### config.mk
export PLATFORM = sky130hd
export DESIGN_NAME = cnt_irq_agg
export DESIGN_NICKNAME = d
export VERILOG_FILES = /design/src/rtl/cnt_irq_pkg.sv /design/src/rtl/cnt_irq_ctrl.sv /design/src/rtl/cnt_irq_pend.sv /design/src/rtl/cnt_irq_agg.sv
export SDC_FILE = /design/constraint.sdc
export NUM_CORES = 1
export LEC_CHECK = 0
export BUFFER_PORTS_ARGS = -buffer_cell sky130_fd_sc_hd__buf_2
export CAP_MARGIN = 20
export CORE_AREA = 2 2 46 48
export DETAILED_ROUTE_END_ITERATION = 8
export DIE_AREA = 0 0 48 50
export GPL_ROUTABILITY_DRIVEN = 0
export PLACE_DENSITY = 0.78
export SLEW_MARGIN = 20
export SYNTH_ARGS = -nofsm -noshare
export SYNTH_HDL_FRONTEND = slang
export SYNTH_SLANG_ARGS = --single-unit
### constraint.sdc
create_clock -name clk -period 1.6 [get_ports clk]
set_clock_uncertainty 0.1 [all_clocks]
set_input_delay 0.16 -clock clk [delete_from_list [all_inputs] [get_ports clk]]
set_output_delay 0.16 -clock clk [all_outputs]
set_load 0.05 [all_outputs]
### src/rtl/cnt_irq_pkg.sv
package cnt_irq_pkg;
    localparam int unsigned NCH    = 8;
    localparam int unsigned DATA_W = 8;
    localparam int unsigned ADDR_W = 5;

    localparam logic [ADDR_W-1:0] OFS_STATUS = 5'h10;
    localparam logic [ADDR_W-1:0] OFS_CHANOP = 5'h11;
    localparam logic [ADDR_W-1:0] OFS_ENABLE = 5'h12;

    localparam logic [DATA_W-1:0] CMD_DISARM = 8'h01;
    localparam logic [DATA_W-1:0] CMD_ARM    = 8'h04;

    typedef struct packed {
        logic           armed;
        logic           run;
        logic           crst;
        logic [NCH-1:0] en;
    } ctrl_state_t;
endpackage

### src/rtl/cnt_irq_ctrl.sv
module cnt_irq_ctrl
    import cnt_irq_pkg::*;
(
    input  logic              clk,
    input  logic              rst_n,
    input  logic              wr,
    input  logic [ADDR_W-1:0] addr,
    input  logic [DATA_W-1:0] wdata,
    output logic [NCH-1:0]    en_mask,
    output logic              armed,
    output logic              run,
    output logic              crst,
    output logic              clr_req
);
    ctrl_state_t st_d, st_q;
    logic        chanop_wr;
    logic        en_wr;

    always_comb begin
        chanop_wr = wr && (addr == OFS_CHANOP);
        en_wr     = wr && (addr == OFS_ENABLE);
        clr_req   = chanop_wr && (wdata == CMD_ARM);
        st_d      = st_q;
        st_d.crst = 1'b0;
        if (en_wr) begin
            st_d.en = wdata[NCH-1:0];
        end
        if (chanop_wr) begin
            unique case (wdata)
                CMD_ARM: begin
                    st_d.armed = 1'b1;
                    st_d.run   = 1'b1;
                end
                CMD_DISARM: begin
                    st_d.armed = 1'b0;
                    st_d.crst  = 1'b1;
                end
                default: ;
            endcase
        end
    end

    always_ff @(posedge clk or negedge rst_n) begin
        if (!rst_n) begin
            st_q <= '0;
        end else begin
            st_q <= st_d;
        end
    end

    assign en_mask = st_q.en;
    assign armed   = st_q.armed;
    assign run     = st_q.run;
    assign crst    = st_q.crst;
endmodule

### src/rtl/cnt_irq_pend.sv
module cnt_irq_pend
    import cnt_irq_pkg::*;
(
    input  logic           clk,
    input  logic           rst_n,
    input  logic [NCH-1:0] flag,
    input  logic [NCH-1:0] en_mask,
    input  logic           clr_req,
    output logic [NCH-1:0] pend
);
    logic [NCH-1:0] pend_d, pend_q;

    for (genvar n = 0; n < NCH; n++) begin : g_ch
        always_comb begin
            pend_d[n] = (pend_q[n] && !clr_req) || (flag[n] && en_mask[n]);
        end
    end

    always_ff @(posedge clk or negedge rst_n) begin
        if (!rst_n) begin
            pend_q <= '0;
        end else begin
            pend_q <= pend_d;
        end
    end

    assign pend = pend_q;
endmodule

### src/rtl/cnt_irq_agg.sv
module cnt_irq_agg
    import cnt_irq_pkg::*;
(
    input  logic              clk,
    input  logic              rst_n,
    input  logic [ADDR_W-1:0] bus_addr,
    input  logic              bus_wr,
    input  logic [DATA_W-1:0] bus_wdata,
    output logic [DATA_W-1:0] bus_rdata,
    input  logic [NCH-1:0]    flag_i,
    output logic              count_run_o,
    output logic              count_rst_o,
    output logic              irq_o
);
    logic [NCH-1:0] en_mask;
    logic [NCH-1:0] pend_q;
    logic           armed_q;
    logic           clr_req;

    cnt_irq_ctrl u_ctrl (
        .clk     (clk),
        .rst_n   (rst_n),
        .wr      (bus_wr),
        .addr    (bus_addr),
        .wdata   (bus_wdata),
        .en_mask (en_mask),
        .armed   (armed_q),
        .run     (count_run_o),
        .crst    (count_rst_o),
        .clr_req (clr_req)
    );

    cnt_irq_pend u_pend (
        .clk     (clk),
        .rst_n   (rst_n),
        .flag    (flag_i),
        .en_mask (en_mask),
        .clr_req (clr_req),
        .pend    (pend_q)
    );

    always_comb begin
        bus_rdata = '0;
        if (bus_addr == OFS_STATUS) begin
            bus_rdata[NCH-1:0] = pend_q;
        end else if (bus_addr == OFS_ENABLE) begin
            bus_rdata[NCH-1:0] = en_mask;
        end
    end

    assign irq_o = armed_q && (|pend_q);
endmodule

== Word-level counts from Yosys, hierarchy flattened ==
Index checks and enable logic that the tools add are counted.
Widths: inputs -> output; s select.

* Register bits after elaboration: 19
* Bits in latches: 0
* Memory bits (writable): 0
* Memory bits (read-only): 0
* Input bits: 24
* Output and inout port bits: 11
* Word-level logic and storage cells: 48
* Memories: 0

* Add/sub/neg operators: 0
* Multiply operators: 0
* Div/mod/pow operators: 0
* $lt $le $gt $ge: 0
* Equal/unequal tests: 5
* Shifts and indexed selects: 0
* Mux-type cells: 5
* Bitwise operators: 0
* Reduce and logical (&&, ||, !) cells: 33

{| class="wikitable"
|+ Operator list
! cell !! number
|-
| $logic_and 1x1->1 || 20
|-
| $mux 8 || 2
|-
| $eq 5x5->1 const B || 3
|-
| $eq 8x1->1 const B || 1
|-
| $eq 8x3->1 const B || 1
|-
| $logic_or 1x1->1 || 8
|-
| $reduce_or 8->1 || 1
|-
| $reduce_and 2->1 || 2
|-
| $mux 1 || 2
|-
| $pmux 1 s2 || 1
|-
| $reduce_bool 2->1 || 1
|-
| $logic_not 1->1 || 1
|}

== Depth between registers and ports, before layout ==
Gate-level depths: netlist of run 1.

* Depth in word-level cells: 6
* Depth in mapped cells: 4
* Depth with buffers taken out: 3

== Cells and area by module ==
A second synthesis of run 1 with hierarchy kept.

* Cells, all modules: 85
* Area, all modules: 933.4 sq um

{| class="wikitable"
|+ Modules (own cells, without submodules)
! module !! instances !! cells an instance !! area an instance (sq um) !! seq. area each (sq um)
|-
| cnt_irq_ctrl || 1 || 31 || 474.2 || 275.3
|-
| cnt_irq_pend || 1 || 32 || 300.3 || 200.2
|-
| cnt_irq_agg || 1 || 22 || 158.9 || 0.0
|}

== Worst setup path before layout of run 1 ==
Ideal clock, no wire load.

* Path kind: in2out
* Start point: input bus_addr[3]
* End point: output bus_rdata[0]
* Data arrival time: 1205 ps
* Required time: 1340 ps
* Path slack: 135 ps
* Cell stages on the path: 4
* Path buffers: 1
* Cell sequence: nor3_1 -> and3_1 -> clkbuf_1 -> a22o_1

* Longest elaborated chain between the ends: 3
* Elaborated cells on any way between the ends: 4
* Those cells by class: 2 x eq/ne; 2 x mux

{| class="wikitable"
|+ Ends and longest elaborated chain
! element !! RTL line !! text
|-
| from (decl) || cnt_irq_agg.sv:6 || <nowiki>input logic [ADDR_W-1:0] bus_addr,</nowiki>
|-
| $eq 5x5->1 || cnt_irq_agg.sv:46 || <nowiki>end else if (bus_addr == OFS_ENABLE) begin</nowiki>
|-
| $mux 8 || cnt_irq_agg.sv:46 ||
|-
| $mux 8 * || cnt_irq_agg.sv:44 || <nowiki>if (bus_addr == OFS_STATUS) begin</nowiki>
|-
| to (decl) || cnt_irq_agg.sv:9 || <nowiki>output logic [DATA_W-1:0] bus_rdata,</nowiki>
|}

Every way passes the cells marked *; elsewhere a longest branch is shown, timed or not.

== Final worst setup path of run 1 ==
* Start point: register u_pend.pend_q[6] (netlist: u_pend.pend[6])
* End point: output irq_o

* Longest elaborated chain between the ends: 2

{| class="wikitable"
|+ Ends and longest elaborated chain
! element !! RTL line !! text
|-
| from (decl) || cnt_irq_pend.sv:11 || <nowiki>logic [NCH-1:0] pend_d, pend_q;</nowiki>
|-
| from (signal assigned) || cnt_irq_pend.sv:23 || <nowiki>pend_q <= pend_d;</nowiki>
|-
| $reduce_or 8->1 || cnt_irq_agg.sv:51 || <nowiki>assign irq_o = armed_q && (|pend_q);</nowiki>
|-
| $logic_and 1x1->1 || cnt_irq_agg.sv:51 ||
|-
| to (decl) || cnt_irq_agg.sv:13 || <nowiki>output logic irq_o</nowiki>
|}

Every way passes these cells.

==> summary.md, run 1 <==
| Metric | Value |
|---|---|
| Hold Worst Slack | 0.0122 ns |
| Post-Synth Adder-Cell Area | 0% |
| Post-synth design cell area | about 900 sq um |
| Average via count per standard cell | 5.26 |
| Top achievable clock speed | ~0.64 GHz |
| Average cell area after synthesis | 13.9 sq um |
| Sequential cell area fraction in the yosys report | 52.6% |
| Num CTS Buffers | 3 |
| Number of antenna violations at the first check in global routing | 0 |
| Maximum buffer depth of the clock tree | 2 |
| Remaining antenna violation count | 0 |
| Synthesized net count | 89 |
| Clock sink count | 19 |
| CORE AREA | 1900 sq um |
| Number of top-level pins | 35 |
| Die area | around 2400 sq um |
| Count of unresolved DRC violations after routing | 0 |
| Via count | 741 |
| Peak fanout along the critical path | 3 |
| Final min period | about 1.6 ns |
| Data required time at the worst endpoint | 1.34 ns |
| DR pass1 iterations | 4 |
| Clock tree from TritonCTS | built |
| Number of slew-limit violations in the final report | 0 |
| H-tree Lvls | 1 |
| WL per Instance | about 14 um |
| Relative area change from synthesis to final layout | 40.4% |
| Post-detailed-routing wire length | 2040 um |
| Nets | 139 |
| Number of failing hold endpoints at the final stage | 0 |
| Slowest-stage cell, CP | dfrtp_1 |
| Total overflow reported by the global router | 0 |
| Share of final-layout standard cells stronger than drive strength 1 | 49.1% |
| Dominant combinational cell family by area after synthesis | compound AO/OA/AOI/OAI gates |
| Final setup violation count | 0 |
| DPL Wire Length | 1460 um |
| Min-delay worst type | in -> reg |
| Synthesized-area fraction occupied by ao, oa, aoi and oai cells | about 17% |
| Pin count of the biggest net entering global routing | 20 |
| Power density over cell area | roughly 800 nW/um^2 |
| Max-Cap Viols | 0 |
| Insertion delay of the later-clocked pin in the worst-skew pair | between 0.2 and 0.3 ns |
| Violation count after the first detailed-routing iteration | 4 |
| Crit path buf inv count | 1 |
| Leakage power summed over all cells | roughly 0.65 nW |
| Post-synthesis cell count | 65 |
| Die Y-Extent | 50 um |
| Worst slew margin relative to its limit | 72.0% |
| Cell Area, Placed | 1120 sq um |
| Synth top area share | 52.6% |
| Ys async rst share | 100% |
| Least-Margin Pin Slew | 0.420 ns |
| Library cells used by synthesis | 20 |
| Clock input transition at the sequential cells of the worst setup and hold paths | 0.11 ns |
| Critical Path AT | 1.30 ns |
| Commonest non-fill, non-tap cells in the layout | buf_2, dfrtp_1, a22o_1 |
| Critical Path, Cell by Cell | nor4_2, a21oi_1, buf_4 |
| Master cell of the clock root buffer | clkbuf_4 |
| Syn. warnings | 0 |
| Most common cell after layout, fill and taps aside | buf_2 |
| Starting utilization of the core area | 47.5% |
| Fraction of synthesized area in multiplexers | 13.3% |
| Area fraction in and, or, nand and nor cells after synthesis | 13.7% |
| Final antenna diode count | 0 |
| Final core utilization | 66.7% |
| Crit end category | output port |
| Status | complete, no violations |
| Dominant cell type by area after synthesis | dfrtp_1 |
| Kind of critical path | reg -> out |
| Synth Area in XOR/XNOR | 0% |
| Number of global-route vias before repair | 758 |
| Crit start category | register |
| Horizontal die dimension | 48 um |
| Peak ir drop on the vdd network | 0.000459 V |
| Largest delay contributor family on the critical path | flip-flops |
| Number of buffers added on ports | 34 |
| Stage delay of the slowest cell on the critical path | around 0.43 ns |
| Layout filler cell count | 150 |
| Unrepaired setup endpoints after global routing | yes |
| # rows | 16 |
| Final non-filler cell area | 1270 sq um |
| Part of the cycle the worst path needs | 97.2% |
| Leading post-synthesis cells by cell area | dfrtp_1, a22o_1, mux2_4, and3b_1, and4bb_4 |
| Post-synthesis register bit count | 19 |
| Most used DFF post-synth | dfrtp_1 |
| Overall global routing resource usage | 20.5% |
| Count of flip-flops with a built-in enable after synthesis | 0 |
| First-pass GRT wire length | approximately 3500 um |
## per-stage QoR
step                      total power, mW  worst slack, ns  instances  setup TNS (ns)
after detailed placement            0.752           0.0748        126               0
after global placement              0.745           0.0890        126               0
final                                1.00           0.0450        141               0
after CTS                            1.01          0.00143        140               0
after floorplan                     0.679            0.135         65               0
after global routing                 1.06         -0.00913        141        -0.00913
## synth_stat cells, drive strengths merged (2+ instances only)
cell type	number
dfrtp	19
a22o	16
mux2	8
nor4	3
and3	2
and3b	2
clkbuf	2
inv	2
## final timing paths
kind / from / end / slack, ns / cells past startpoint
max: u_pend.pend[6] / irq_o / 0.04 / 3
min: bus_wdata[0] / u_ctrl.crst / 0.01 / 3
max reg2reg: u_ctrl.en_mask[2] / u_ctrl.en_mask[2] / 0.71 / 1
min reg2reg: u_ctrl.run / u_ctrl.run / 0.37 / 1
max in group asynchronous: rst_n / u_ctrl.armed / 0.89 / 2
min in group asynchronous: rst_n / u_ctrl.en_mask[6] / 0.22 / 2
## kinds of logic after synthesis
kind of cell / Yosys count
muxes: 8
AOI/OAI and AO/OA: 19
DFF: 19
buffers and inverters: 5
and+or+nand+nor: 14
## sequential cells by signal, indices dropped and copies added (netlist names)
signal	cells
u_pend.pend	8
u_ctrl.en_mask	8
u_ctrl.crst	1
u_ctrl.run	1
u_ctrl.armed	1
## timing repair
item	4_1_cts	5_1_grt
endpoints found under the setup margin	1	9
hold buffers	10	0
pin swaps	0	1
hold endpoints to repair	28	0
setup buffers	0	1
resized for setup	2	1
## where the power goes
group / total [mW] / switching (mW) / internal [mW]
clock: 0.237 / 0.144 / 0.0931
combinational: 0.186 / 0.0721 / 0.114
sequential: 0.579 / 0.0465 / 0.533
## layout make-up
type	count	area (sq um)	share of cell area, %
timing repair buffer	48	315	24.9
clock buffer	3	22.5	1.78
sequential	19	475	37.5
tap	27	33.8	2.66
clock inverter	1	5.00	0.394
inverter	2	7.51	0.592
multi-input combinational	41	409	32.2
## routing by layer
layer | GRT usage (%) | routed length [um] | up-vias
met5 | 0 | 0 | -
met3 | 4.03 | 120 | 6
met1 | 27.4 | 925 | 345
met2 | 30.9 | 950 | 33
met4 | 9.46 | 47 | 0
li1 | - | - | 357
Note: power is estimated with default switching activity, not from simulation.
==> inputs of run 2 (changes only) <==
clock period = 1.8 ns   (was 1.6 ns; I/O delays follow)
==> run 2 against run 1 <==
Net effect: worst setup slack better by 0.083 ns; first-iteration DRC count stayed put; cell count down 6.4%; wire length grew 5.9%; combinational power shrank 18%; largest power group unchanged; hold slack hardly changed; register-to-register slack gained 0.19 ns; core utilization shrank 4.9 points; die area unchanged; sequential share of layout area rose by 3.0 points; cell area down 7.4%; non-clock buffer count shrank 9.
==> summary.md, run 2 (synthesis gave the netlist of run 1 again) <==
| Metric | Value |
|---|---|
| Status | complete, no violations |
| Crit start category | register |
| CORE AREA | 1900 sq um (unchanged) |
| Number of slew-limit violations in the final report | 0 (unchanged) |
| Clock input transition at the sequential cells of the worst setup and hold paths | 0.11 ns (about the same) |
| Final antenna diode count | 0 (unchanged) |
| Switching share of power | 26.7% (+0.47 points) |
| Number of failing hold endpoints at the final stage | 0 (unchanged) |
| Clock network fraction of design power | 24.5% (+0.8 points) |
| WL per Instance | 16.4 um (+13%) |
| Master cell of the clock root buffer | clkbuf_4 |
| Starting utilization of the core area | 47.5% (unchanged) |
| Power density over cell area | 754 nW/um^2 (-4.5%) |
| Critical Path AT | 1.39 ns (+0.09 ns) |
| Peak fanout along the critical path | 3 (unchanged) |
| Violation count after the first detailed-routing iteration | 4 (unchanged) |
| Pin count of the biggest net entering global routing | 20 (unchanged) |
| Share of power burned in combinational logic | 17.2% (-1.3 points) |
| Unrepaired setup endpoints after global routing | no |
| Overall global routing resource usage | 19.8% (-0.71 points) |
| Nets | 130 (-6.5%) |
| DPL Wire Length | 1590 um (+8.9%) |
| Horizontal die dimension | 48 um (unchanged) |
| Least-Margin Pin Slew | 0.427 ns (+0.00674 ns) |
| Share of final-layout standard cells stronger than drive strength 1 | 47.6% (-1.5 points) |
| Switching Power | 0.236 mW (-10%) |
| Max-Cap Viols | 0 (unchanged) |
| Average via count per standard cell | 5.52 (+4.9%) |
| Hold Worst Slack | 0.0117 ns (-0.000450 ns) |
| Data required time at the worst endpoint | 1.52 ns (+0.18 ns) |
| Worst slew margin relative to its limit | 71.6% (-0.45 points) |
| H-tree Lvls | 1 (unchanged) |
| Final core utilization | 61.8% (-4.9 points) |
| Final min period | 1.67 ns |
| Number of antenna violations at the first check in global routing | 0 (unchanged) |
| Buffers inserted by post-CTS timing repair | 0 (unchanged) |
| Post-detailed-routing wire length | 2160 um (+5.9%) |
| First-pass GRT wire length | 3330 um (-3.8%) |
| Total overflow reported by the global router | 0 (unchanged) |
| Via count | 728 (-1.8%) |
| Clock sink count | 19 (unchanged) |
| Most common cell after layout, fill and taps aside | buf_2 |
| Die area | 2400 sq um (unchanged) |
| Count of unresolved DRC violations after routing | 0 (unchanged) |
| Part of the cycle the worst path needs | 92.9% |
| Internal power | 0.649 mW (-12%) |
| Top achievable clock speed | 0.598 GHz |
| Layout filler cell count | 169 (+13%) |
| DR pass1 iterations | 4 (unchanged) |
| Number of global-route vias before repair | 704 (-7.1%) |
| Peak ir drop on the vdd network | 0.000417 V (-9.0%) |
| Clock tree from TritonCTS | built |
| # rows | 16 (unchanged) |
| Crit end category | output port |
| Number of top-level pins | 35 (unchanged) |
| Maximum buffer depth of the clock tree | 2 (unchanged) |
| Remaining antenna violation count | 0 (unchanged) |
| Leakage power summed over all cells | 0.607 nW (-6.8%) |
| Min-delay worst type | in -> reg |
| Num CTS Buffers | 3 (unchanged) |
| Relative area change from synthesis to final layout | 30.1% |
| Final setup violation count | 0 (unchanged) |
| Kind of critical path | reg -> out |
| Insertion delay of the later-clocked pin in the worst-skew pair | 0.30 ns (about the same) |
| Die Y-Extent | 50 um (unchanged) |
| Setup TNS | 0 ns (unchanged) |
| Commonest non-fill, non-tap cells in the layout | buf_2, dfrtp_1, a22o_1 |
| Sequential fraction of design power | 58.3% (+0.5 points) |
| Number of buffers added on ports | 34 (unchanged) |
==> run 2: path summary, 6_finish.rpt <==
check                             startpoint                 to  slack (ns)  cells past startpoint
min                                flag_i[1]     u_pend.pend[1]        0.01                      2
max                           u_pend.pend[6]              irq_o        0.13                      3
max reg2reg                u_ctrl.en_mask[1]  u_ctrl.en_mask[1]        0.90                      1
min in group asynchronous              rst_n  u_ctrl.en_mask[6]        0.24                      2
min reg2reg                       u_ctrl.run         u_ctrl.run        0.38                      1
max in group asynchronous              rst_n        u_ctrl.crst        1.07                      2
==> run 2: area by class of cell <==
cell class | count | area [sq um] | area share, %
clock buffers | 4 | 26.3 | 2.24
flip-flops and latches | 19 | 475 | 40.5
well taps | 27 | 33.8 | 2.88
inverters | 2 | 7.51 | 0.639
multi-input cells | 41 | 402 | 34.2
repair buffers | 39 | 230 | 19.6
==> run 2: per-layer routing <==
metal / routed length (um) / vias to the layer above / share of wire [%] / track usage, %
li1: - / 337 / - / -
met1: 959 / 359 / 44 / 27.7
met4: 29 / 0 / 1.3 / 5.41
met2: 1060 / 30 / 49 / 31.6
met3: 115 / 2 / 5.3 / 2.20
met5: 0 / - / 0 / 0
==> run 2: stage by stage <==
step / std cells / worst slack, ns / area, sq um / power, mW
floorplan: 65 / 0.295 / 903 / 0.604
global placement: 124 / 0.197 / 1110 / 0.662
detailed placement: 124 / 0.167 / 1110 / 0.671
CTS: 131 / 0.102 / 1160 / 0.888
global route: 132 / 0.0541 / 1170 / 0.928
finish: 132 / 0.128 / 1170 / 0.886
==> run 2: worst max-delay path, cell delays in order (launching register included) <==
cell	delay, ns
dfrtp_1	0.41
nor4_1	0.33
a21oi_1	0.12
buf_2	0.22
==> run 2: power groups by stage <==
stage / clock, mW / sequential, mW / combinational, mW
after floorplan: 0 / 0.509 / 0.0941
after global placement: 0 / 0.521 / 0.141
after CTS: 0.220 / 0.516 / 0.152
final: 0.217 / 0.516 / 0.153
after detailed placement: 0 / 0.524 / 0.147
after global routing: 0.242 / 0.523 / 0.163
==> run 2: what timing repair did <==
item                       in CTS  in global routing
setup endpoints to repair       0                  0
hold buffers                    3                  1
gates resized for setup         0                  0
hold endpoints to repair       21                  1
